--- config.mk ---
export PLATFORM = sky130hd
export DESIGN_NAME = tpg_stream
export DESIGN_NICKNAME = d
export VERILOG_FILES = /design/src/rtl/tpg_pkg.sv /design/src/rtl/tpg_regs.sv /design/src/rtl/tpg_rate.sv /design/src/rtl/tpg_framer.sv /design/src/rtl/tpg_stream.sv
export SDC_FILE = /design/constraint.sdc
export NUM_CORES = 1
export LEC_CHECK = 0
export ABC_AREA = 1
export BUFFER_PORTS_ARGS = -buffer_cell sky130_fd_sc_hd__buf_2
export CAP_MARGIN = 30
export CORE_MARGIN = 8
export CORE_UTILIZATION = 47
export DETAILED_ROUTE_END_ITERATION = 12
export GPL_TIMING_DRIVEN = 0
export PLACE_DENSITY = 0.66
export SLEW_MARGIN = 30
export SYNTH_ARGS = -nofsm -noshare
export SYNTH_HDL_FRONTEND = slang
export SYNTH_SLANG_ARGS = --single-unit
--- constraint.sdc ---
create_clock -name clk -period 4.3 [get_ports clk]
set_input_delay 0.86 -clock clk [delete_from_list [all_inputs] [get_ports clk]]
set_output_delay 0.86 -clock clk [all_outputs]
set_load 0.03 [all_outputs]
--- src/rtl/tpg_pkg.sv ---
package tpg_pkg;
  typedef enum logic [1:0] {
    REG_CTRL = 2'd0,
    REG_MODE = 2'd1,
    REG_RATE = 2'd2,
    REG_FLEN = 2'd3
  } reg_addr_e;

  localparam int MODE_W = 8;
  localparam logic [MODE_W-1:0] MODE_COUNT = 8'd1;
endpackage

--- src/rtl/tpg_regs.sv ---
module tpg_regs
  import tpg_pkg::*;
#(
  parameter int REG_W  = 32,
  parameter int RATE_W = 16,
  parameter int LEN_W  = 16
) (
  input  logic              clk,
  input  logic              rst_n,
  input  logic              wr_en,
  input  logic [1:0]        wr_addr,
  input  logic [REG_W-1:0]  wr_data,
  input  logic              frame_end,
  input  logic              idle,
  output logic              en_q,
  output logic              en_nxt,
  output logic              cont_q,
  output logic [MODE_W-1:0] mode_q,
  output logic [RATE_W-1:0] rate_q,
  output logic [LEN_W-1:0]  flen_q,
  output logic              start
);
  logic              cont_nxt;
  logic [MODE_W-1:0] mode_nxt;
  logic [RATE_W-1:0] rate_nxt;
  logic [LEN_W-1:0]  flen_nxt;

  always_comb begin
    en_nxt   = en_q;
    cont_nxt = cont_q;
    mode_nxt = mode_q;
    rate_nxt = rate_q;
    flen_nxt = flen_q;
    start    = 1'b0;
    // single-frame run: enable drops once the last beat is taken
    if (frame_end && !cont_q) en_nxt = 1'b0;
    if (wr_en) begin
      unique case (reg_addr_e'(wr_addr))
        REG_CTRL: begin
          en_nxt   = wr_data[0];
          cont_nxt = wr_data[1];
          start    = wr_data[0] && !en_q && idle;
        end
        REG_MODE: mode_nxt = wr_data[MODE_W-1:0];
        REG_RATE: rate_nxt = wr_data[RATE_W-1:0];
        REG_FLEN: flen_nxt = wr_data[LEN_W-1:0];
        default: ;
      endcase
    end
  end

  always_ff @(posedge clk or negedge rst_n) begin
    if (!rst_n) begin
      en_q   <= 1'b0;
      cont_q <= 1'b0;
      mode_q <= '0;
      rate_q <= '0;
      flen_q <= '0;
    end else begin
      en_q   <= en_nxt;
      cont_q <= cont_nxt;
      mode_q <= mode_nxt;
      rate_q <= rate_nxt;
      flen_q <= flen_nxt;
    end
  end
endmodule

--- src/rtl/tpg_rate.sv ---
module tpg_rate #(
  parameter int RATE_W = 16
) (
  input  logic              clk,
  input  logic              rst_n,
  input  logic              clear,
  input  logic              run,
  input  logic [RATE_W-1:0] rate,
  output logic              tick
);
  logic [RATE_W-1:0] acc_q, acc_nxt, sum;
  logic              carry;
  logic              acc_ce;

  assign {carry, sum} = {1'b0, acc_q} + {1'b0, rate};
  assign tick   = run && carry && !clear;
  assign acc_ce = clear || run;

  always_comb begin
    acc_nxt = acc_q;
    if (clear)    acc_nxt = '0;
    else if (run) acc_nxt = sum;
  end

  always_ff @(posedge clk or negedge rst_n) begin
    if (!rst_n)      acc_q <= '0;
    else if (acc_ce) acc_q <= acc_nxt;
  end
endmodule

--- src/rtl/tpg_framer.sv ---
module tpg_framer
  import tpg_pkg::*;
#(
  parameter int DATA_W = 32,
  parameter int LEN_W  = 16
) (
  input  logic              clk,
  input  logic              rst_n,
  input  logic              start,
  input  logic              tick,
  input  logic              en_nxt,
  input  logic [MODE_W-1:0] mode,
  input  logic [LEN_W-1:0]  flen,
  input  logic              tready,
  output logic              tvalid,
  output logic [DATA_W-1:0] tdata,
  output logic              tlast,
  output logic              frame_end,
  output logic              idle
);
  localparam logic [LEN_W-1:0] ONE = LEN_W'(1);

  logic              pend_q, pend_nxt;
  logic [LEN_W-1:0]  beat_q, beat_nxt, beat_after;
  logic [DATA_W-1:0] cnt_q, cnt_nxt;
  logic              accept, last_beat, gen_ok;

  assign accept    = pend_q && tready;
  assign last_beat = (beat_q == flen - ONE);
  assign frame_end = accept && last_beat;
  assign idle      = !pend_q && (beat_q == '0);

  always_comb begin
    beat_after = beat_q;
    if (accept) beat_after = last_beat ? '0 : beat_q + ONE;
    // a new beat may start only inside a frame or while still enabled
    gen_ok   = en_nxt || (beat_after != '0);
    pend_nxt = (pend_q && !tready) || (tick && gen_ok);
    beat_nxt = start ? '0 : beat_after;
    cnt_nxt  = cnt_q;
    if (start)       cnt_nxt = '0;
    else if (accept) cnt_nxt = cnt_q + DATA_W'(1);
  end

  always_ff @(posedge clk or negedge rst_n) begin
    if (!rst_n) begin
      pend_q <= 1'b0;
      beat_q <= '0;
      cnt_q  <= '0;
    end else begin
      pend_q <= pend_nxt;
      beat_q <= beat_nxt;
      cnt_q  <= cnt_nxt;
    end
  end

  assign tvalid = pend_q;
  assign tlast  = pend_q && last_beat;
  assign tdata  = (mode == MODE_COUNT) ? cnt_q : '0;
endmodule

--- src/rtl/tpg_stream.sv ---
module tpg_stream
  import tpg_pkg::*;
#(
  parameter int DATA_W = 32,
  parameter int REG_W  = 32,
  parameter int RATE_W = 16,
  parameter int LEN_W  = 16
) (
  input  logic              clk,
  input  logic              rst_n,
  input  logic              wr_en,
  input  logic [1:0]        wr_addr,
  input  logic [REG_W-1:0]  wr_data,
  output logic [DATA_W-1:0] m_tdata,
  output logic              m_tvalid,
  input  logic              m_tready,
  output logic              m_tlast
);
  logic              en_q, en_nxt, cont_q, start, tick, frame_end, idle;
  logic [MODE_W-1:0] mode_q;
  logic [RATE_W-1:0] rate_q;
  logic [LEN_W-1:0]  flen_q;

  tpg_regs #(.REG_W(REG_W), .RATE_W(RATE_W), .LEN_W(LEN_W)) u_regs (
    .clk, .rst_n, .wr_en, .wr_addr, .wr_data,
    .frame_end, .idle, .en_q, .en_nxt, .cont_q,
    .mode_q, .rate_q, .flen_q, .start
  );

  tpg_rate #(.RATE_W(RATE_W)) u_rate (
    .clk, .rst_n, .clear(start), .run(en_q || !idle),
    .rate(rate_q), .tick
  );

  tpg_framer #(.DATA_W(DATA_W), .LEN_W(LEN_W)) u_framer (
    .clk, .rst_n, .start, .tick, .en_nxt, .mode(mode_q), .flen(flen_q),
    .tready(m_tready), .tvalid(m_tvalid), .tdata(m_tdata), .tlast(m_tlast),
    .frame_end, .idle
  );
endmodule

==> impl_metrics.json, run 1 <==
{
  "hpwl_mm": 12.68,
  "fin_crit_sh_pct": 80.30,
  "reg2reg_from": "u_regs.flen_q[0]",
  "worstReg2RegEnd": "u_framer.tvalid",
  "comb_power_share_pct": 38.1,
  "start_util_pct": 48.25,
  "setup_viol": 0,
  "switchingPower_w": 0.001480,
  "crit_chain": "inv_1 > ha_1 > nand3_4 > nor2_4 > nand2_1 > nand2_1 > inv_1 > nor2_1 > nand3_2 > nor2_4 > nand3_1 > nor2_1 > buf_2",
  "finalMaxSlewViolations": 0,
  "synth_top_flop_cell": "dfrtp_1",
  "path_max_fanout": 7,
  "synth_top_area_share_pct": 39.98,
  "cts_buffers": 9,
  "synth_edf_count": 0,
  "drc_errors": 0,
  "cts.repair.resized": 0,
  "ir_worst_vdd_mv": 0.3496,
  "ys_ff_latch": 107,
  "status": "completed",
  "wire_per_inst_um": 13.74,
  "h-tree-depth": 3,
  "regToRegSetupSlack_ns": 1.61,
  "intPower_w": 0.002245,
  "grt_usage_pct": 18.53,
  "clk_pin_slew_worst_paths_ns": 0.08,
  "fin_setup_tns_ns": 0,
  "fillers": 1383,
  "syn_area_per_cell_um2": 7.233,
  "tritoncts": "yes",
  "nNetsFinal": 1052,
  "fin_skew_ns": 0.009258,
  "die_x_um": 135.4,
  "synthesis.yosys.warnings": 0,
  "dieHeight_um": 135.4,
  "drive_gt1_share_pct": 11.12,
  "dr.first_iter.drc_count": 314,
  "clock_power_share_pct": 23.4,
  "crit_type": "reg -> out",
  "grt-ovfl-total": 0,
  "ys_top_cells_by_count": "213 x nand2_1, 143 x inv_1, 129 x nor2_1, 107 x dfrtp_1, 86 x o21ai_0",
  "antenna_found_initial": 0,
  "wirelength_mm": 16.19,
  "holdBufCountCts": 0,
  "hold_viol": 0,
  "syn_inst": 926,
  "p_per_area_nw_per_um2": 493.7,
  "fin_crit_ns": 3.453,
  "post_cts.repair.setup_buffers": 0,
  "async_reset_ff_share_pct": 100.0,
  "ioPinCount": 72,
  "slowest_delay_ns": 0.40,
  "cts.path.max_buffers": 2,
  "grt_start_max_net_pins": 56,
  "clock_sinks": 107,
  "die_area_um2": 18330,
  "ys_seq_area_share_pct": 39.98,
  "endpoint_kind": "output pin",
  "yosys.area.top_type": "dfrtp_1",
  "ys_top_cells_by_area": "dfrtp_1 40%, nand2_1 12%, inv_1 8.0%, nor2_1 7.2%, o21ai_0 6.4%",
  "rows": 43,
  "viasPerCell": 5.023,
  "clk_latency_ns": 0.36,
  "cap_violations": 0,
  "rsz0062_at_grt": "no",
  "firstDrtPassIters": 5,
  "synth_area_um2": 6698,
  "dr_total_vias": 5917,
  "pre_cts_slack_ns": 1.193,
  "crit_path_top_delay_cell": "dfrtp_1",
  "setup_slack_ns": 0.8472,
  "leakagePower_nw": 3.897,
  "hold_class": "in -> async",
  "start_kind": "flip-flop",
  "final_antenna_net_count": 0,
  "tightestPinTransition_ns": 0.6406,
  "grt_pass1_wl_mm": 27.57,
  "root_buffer": "clkbuf_16",
  "switching_share_pct": 39.73,
  "port_buffers": 55,
  "slew_headroom_pct": 56.90,
  "antenna_cells": 0,
  "yosysMostFrequentCell": "nand2_1",
  "synth.distinct_cells": 47,
  "place_congestion": 0.8630,
  "area_growth_pct": 12.65,
  "grt_pass1_vias": 5832,
  "crit_required_ns": 3.44,
  "r2r_cells": 17,
  "fmax_mhz": 289.6,
  "seqPwrFrac_pct": 38.5,
  "core_area_um2": 13880,
  "arrival_ns": 2.59,
  "syn_nets": 985
}
==> cells by family after synthesis <==
kind of cell	synth area share, %
buffers and inverters	9.733
AND/OR/NAND/NOR	31.20
flip-flops	39.98
XOR/XNOR	4.054
adder cells (fa/ha/maj)	4.035
AO/OA/AOI/OAI	11.00
==> power groups by stage <==
stage               Combinational [W]  Clock (W)  Sequential, W
floorplan                     0.00113          0        0.00140
global placement              0.00138          0        0.00145
detailed placement            0.00142          0        0.00145
CTS                           0.00142   0.000898        0.00143
global route                  0.00166   0.000934        0.00146
finish                        0.00142   0.000872        0.00143
==> stage by stage <==
step | hold WS (ns) | total power, W | cell area (um^2) | instances | utilization (%)
final | 0.4053 | 0.003725 | 7545 | 1178 | 54.35
after global routing | 0.4302 | 0.004053 | 7545 | 1178 | 54.35
after CTS | 0.4143 | 0.003752 | 7545 | 1178 | 54.35
after detailed placement | 0.4754 | 0.002864 | 7236 | 1162 | 52.13
after floorplan | 0.4459 | 0.002530 | 6698 | 926 | -
after global placement | 0.4683 | 0.002831 | 7198 | 1161 | 51.86
==> final cells by class <==
type | count | area, um^2 | share of cell area [%]
multi-input cells | 653 | 3368 | 44.64
flip-flops and latches | 107 | 2678 | 35.49
inverters | 148 | 560.5 | 7.430
repair buffers | 56 | 312.8 | 4.146
clock buffers | 9 | 225.2 | 2.985
well taps | 180 | 225.2 | 2.985
plain buffers | 18 | 91.34 | 1.211
clock inverters | 7 | 83.83 | 1.111
==> critical path, delay by kind of cell, from the launching register on <==
family                     cells  cell delay [ns]
adders and majority gates      1             0.32
buffers and inverters          3             0.48
DFF                            1             0.40
and+or+nand+nor                9             1.03
==> registers in the layout (all words and copies together), names as in the netlist <==
signal	cells
u_regs.mode_q	8
u_framer.tvalid	1
u_framer.cnt_q	32
u_rate.acc_q	16
u_regs.rate_q	16
u_regs.cont_q	1
u_regs.en_q	1
u_framer.beat_q	16
u_regs.flen_q	16
==> cell usage in the layout (no fill, tap or decap), types with 3 or more instances in the layout <==
cell type,instances
nand2_1,213
inv_1,143
nor2_1,129
dfrtp_1,107
o21ai_0,86
buf_2,56
nand3_1,42
a21oi_1,34
nor3_1,20
xor2_1,20
ha_1,20
clkbuf_1,13
xnor2_1,11
nor4_1,9
nand4_1,9
clkbuf_16,9
nor2_4,6
nand3b_1,6
o21ai_1,5
a31oi_1,4
nor3_2,4
nor2_2,4
a21boi_0,3
nand2_4,3
nand3_2,3
inv_2,3
or2_2,3
==> worst max-delay path by stage <==
stage	from	to	slack [ns]	cells past startpoint
after global routing	u_regs.flen_q[0]	m_tlast	0.60	13
final	u_regs.flen_q[0]	m_tlast	0.85	13
after global placement	rst_n	u_framer.cnt_q[16]	1.08	1
after detailed placement	u_regs.flen_q[0]	m_tlast	1.19	11
after CTS	u_regs.flen_q[0]	m_tlast	0.79	11
after floorplan	u_regs.flen_q[0]	m_tlast	1.39	12
==> routing by layer <==
layer  global-route usage, %  wire [um]
met2                   31.33       7790
met5                       0          0
met4                   6.107        312
met3                   3.672        773
met1                   23.20       7312
No activity file was read; power rests on OpenSTA's default activity.
==> run 2, diff against run 1 <==
Clock period 4.3 ns to 3.3 ns, I/O delays scaled along.
==> impl_metrics.json, run 2 (synthesis gave the netlist of run 1 again) <==
{
  "layout_commonest_cell": "nand2_1",
  "antenna_found_initial": 0,
  "arrival_ns": 2.39,
  "largest_register_ffs": 32,
  "start_util_pct": 48.25,
  "ir_worst_vdd_mv": 0.4554,
  "dr_total_vias": 5939,
  "die_x_um": 135.4,
  "port_buffers": 55,
  "setup_slack_ns": 0.2452,
  "pre_cts_slack_ns": 0.3933,
  "grt-ovfl-total": 0,
  "root_buffer": "clkbuf_16",
  "grt_start_max_net_pins": 56,
  "cts.path.max_buffers": 2,
  "grt_pass1_wl_mm": 27.56,
  "crit_type": "reg -> out",
  "post-route-util_pct": 54.44,
  "dieHeight_um": 135.4,
  "hpwl_mm": 12.68,
  "ioPinCount": 72,
  "fin_crit_sh_pct": 92.57,
  "wire_per_inst_um": 13.77,
  "drive_gt1_share_pct": 11.32,
  "start_kind": "flip-flop",
  "rows": 43,
  "cap_violations": 0,
  "regMostFlops": "u_framer.cnt_q",
  "dr.first_iter.drc_count": 324,
  "firstDrtPassIters": 5,
  "area_growth_pct": 12.83,
  "fillers": 1382,
  "path_max_fanout": 7,
  "leakagePower_nw": 3.897,
  "finalMaxSlewViolations": 0,
  "grt_usage_pct": 18.52,
  "die_area_um2": 18330,
  "setup_viol": 0,
  "hold_viol": 0,
  "viasPerCell": 5.042,
  "drc_errors": 0,
  "final_antenna_net_count": 0,
  "fin_setup_tns_ns": 0,
  "post_cts.repair.setup_buffers": 0,
  "final_cell_mix": "213 x nand2_1, 142 x inv_1, 129 x nor2_1, 107 x dfrtp_1, 86 x o21ai_0",
  "antenna_cells": 0,
  "nNetsFinal": 1052,
  "rsz0062_at_grt": "no",
  "tritoncts": "yes",
  "crit_required_ns": 2.64,
  "cts_buffers": 9,
  "status": "completed",
  "h-tree-depth": 3,
  "fin_crit_ns": 3.055,
  "slew_headroom_pct": 63.76,
  "wirelength_mm": 16.22,
  "tightestPinTransition_ns": 0.5387,
  "p_per_area_nw_per_um2": 643.4,
  "fin_skew_ns": 0.008652,
  "clk_latency_ns": 0.36,
  "fmax_mhz": 327.4,
  "endpoint_kind": "output pin",
  "place_congestion": 0.8630,
  "grt_pass1_vias": 5832,
  "core_area_um2": 13880,
  "clk_pin_slew_worst_paths_ns": 0.08,
  "holdBufCountCts": 0,
  "hold_class": "in -> async",
  "clock_sinks": 107
}
==> run 2: cell counts in the layout (fill, tap and decap cells not counted) <==
No cell type changed its count.
==> run 2: worst max-delay path: stages, from the launching register on <==
cell,delay [ns]
dfrtp_1,0.41
inv_2,0.17
ha_4,0.19
nand3_4,0.13
nor2_4,0.18
nand2_1,0.06
nand2_1,0.10
inv_1,0.04
nor2_1,0.11
nand3_2,0.12
nor2_4,0.13
nand3_1,0.07
nor2_1,0.11
buf_2,0.21
==> run 2: stage by stage <==
stage | hold slack, ns | area, um^2 | total power [W] | cells
after floorplan | 0.3644 | 6698 | 0.003296 | 926
after global placement | 0.4683 | 7198 | 0.003689 | 1161
after detailed placement | 0.4754 | 7236 | 0.003732 | 1162
after CTS | 0.2143 | 7547 | 0.004890 | 1178
after global routing | 0.2302 | 7557 | 0.005289 | 1178
final | 0.2054 | 7557 | 0.004862 | 1178
==> run 2: metal layers <==
layer,GRT usage [%],up-vias,part of all wire [%]
li1,-,3079,-
met1,23.17,2722,45
met2,31.33,118,48
met3,3.672,20,4.8
met4,6.107,0,1.9
met5,0,-,0
==> run 2: layout make-up <==
cell class | instances | area [um^2] | share of cell area [%]
Sequential cell | 107 | 2678 | 35.43
Multi-Input combinational cell | 653 | 3381 | 44.74
Buffer | 18 | 91.34 | 1.209
Clock inverter | 7 | 83.83 | 1.109
Inverter | 148 | 560.5 | 7.417
Timing Repair Buffer | 56 | 312.8 | 4.139
Tap cell | 180 | 225.2 | 2.980
Clock buffer | 9 | 225.2 | 2.980
==> run 2: power by group <==
group	total (W)	internal (W)	switching, W
clock network	0.00114	0.000604	0.000533
logic	0.00186	0.000716	0.00114
registers	0.00187	0.00161	0.000258
==> run 2: final timing paths <==
kind,start,to,slack [ns],cells past startpoint
setup / recovery,u_regs.flen_q[0],m_tlast,0.25,13
setup reg to reg,u_rate.acc_q[0],u_rate.acc_q[14],0.64,15
min in group clk,u_regs.mode_q[4],u_regs.mode_q[4],0.49,2
hold / removal,rst_n,u_regs.rate_q[13],0.21,1
hold reg to reg,u_regs.mode_q[4],u_regs.mode_q[4],0.49,2
max in group asynchronous,rst_n,u_framer.cnt_q[16],2.47,2
==> run 2: timing repair <==
item | in CTS | in global routing
pin swaps | 0 | 0
resized for setup | 1 | 2
endpoints found under the setup margin | 1 | 1
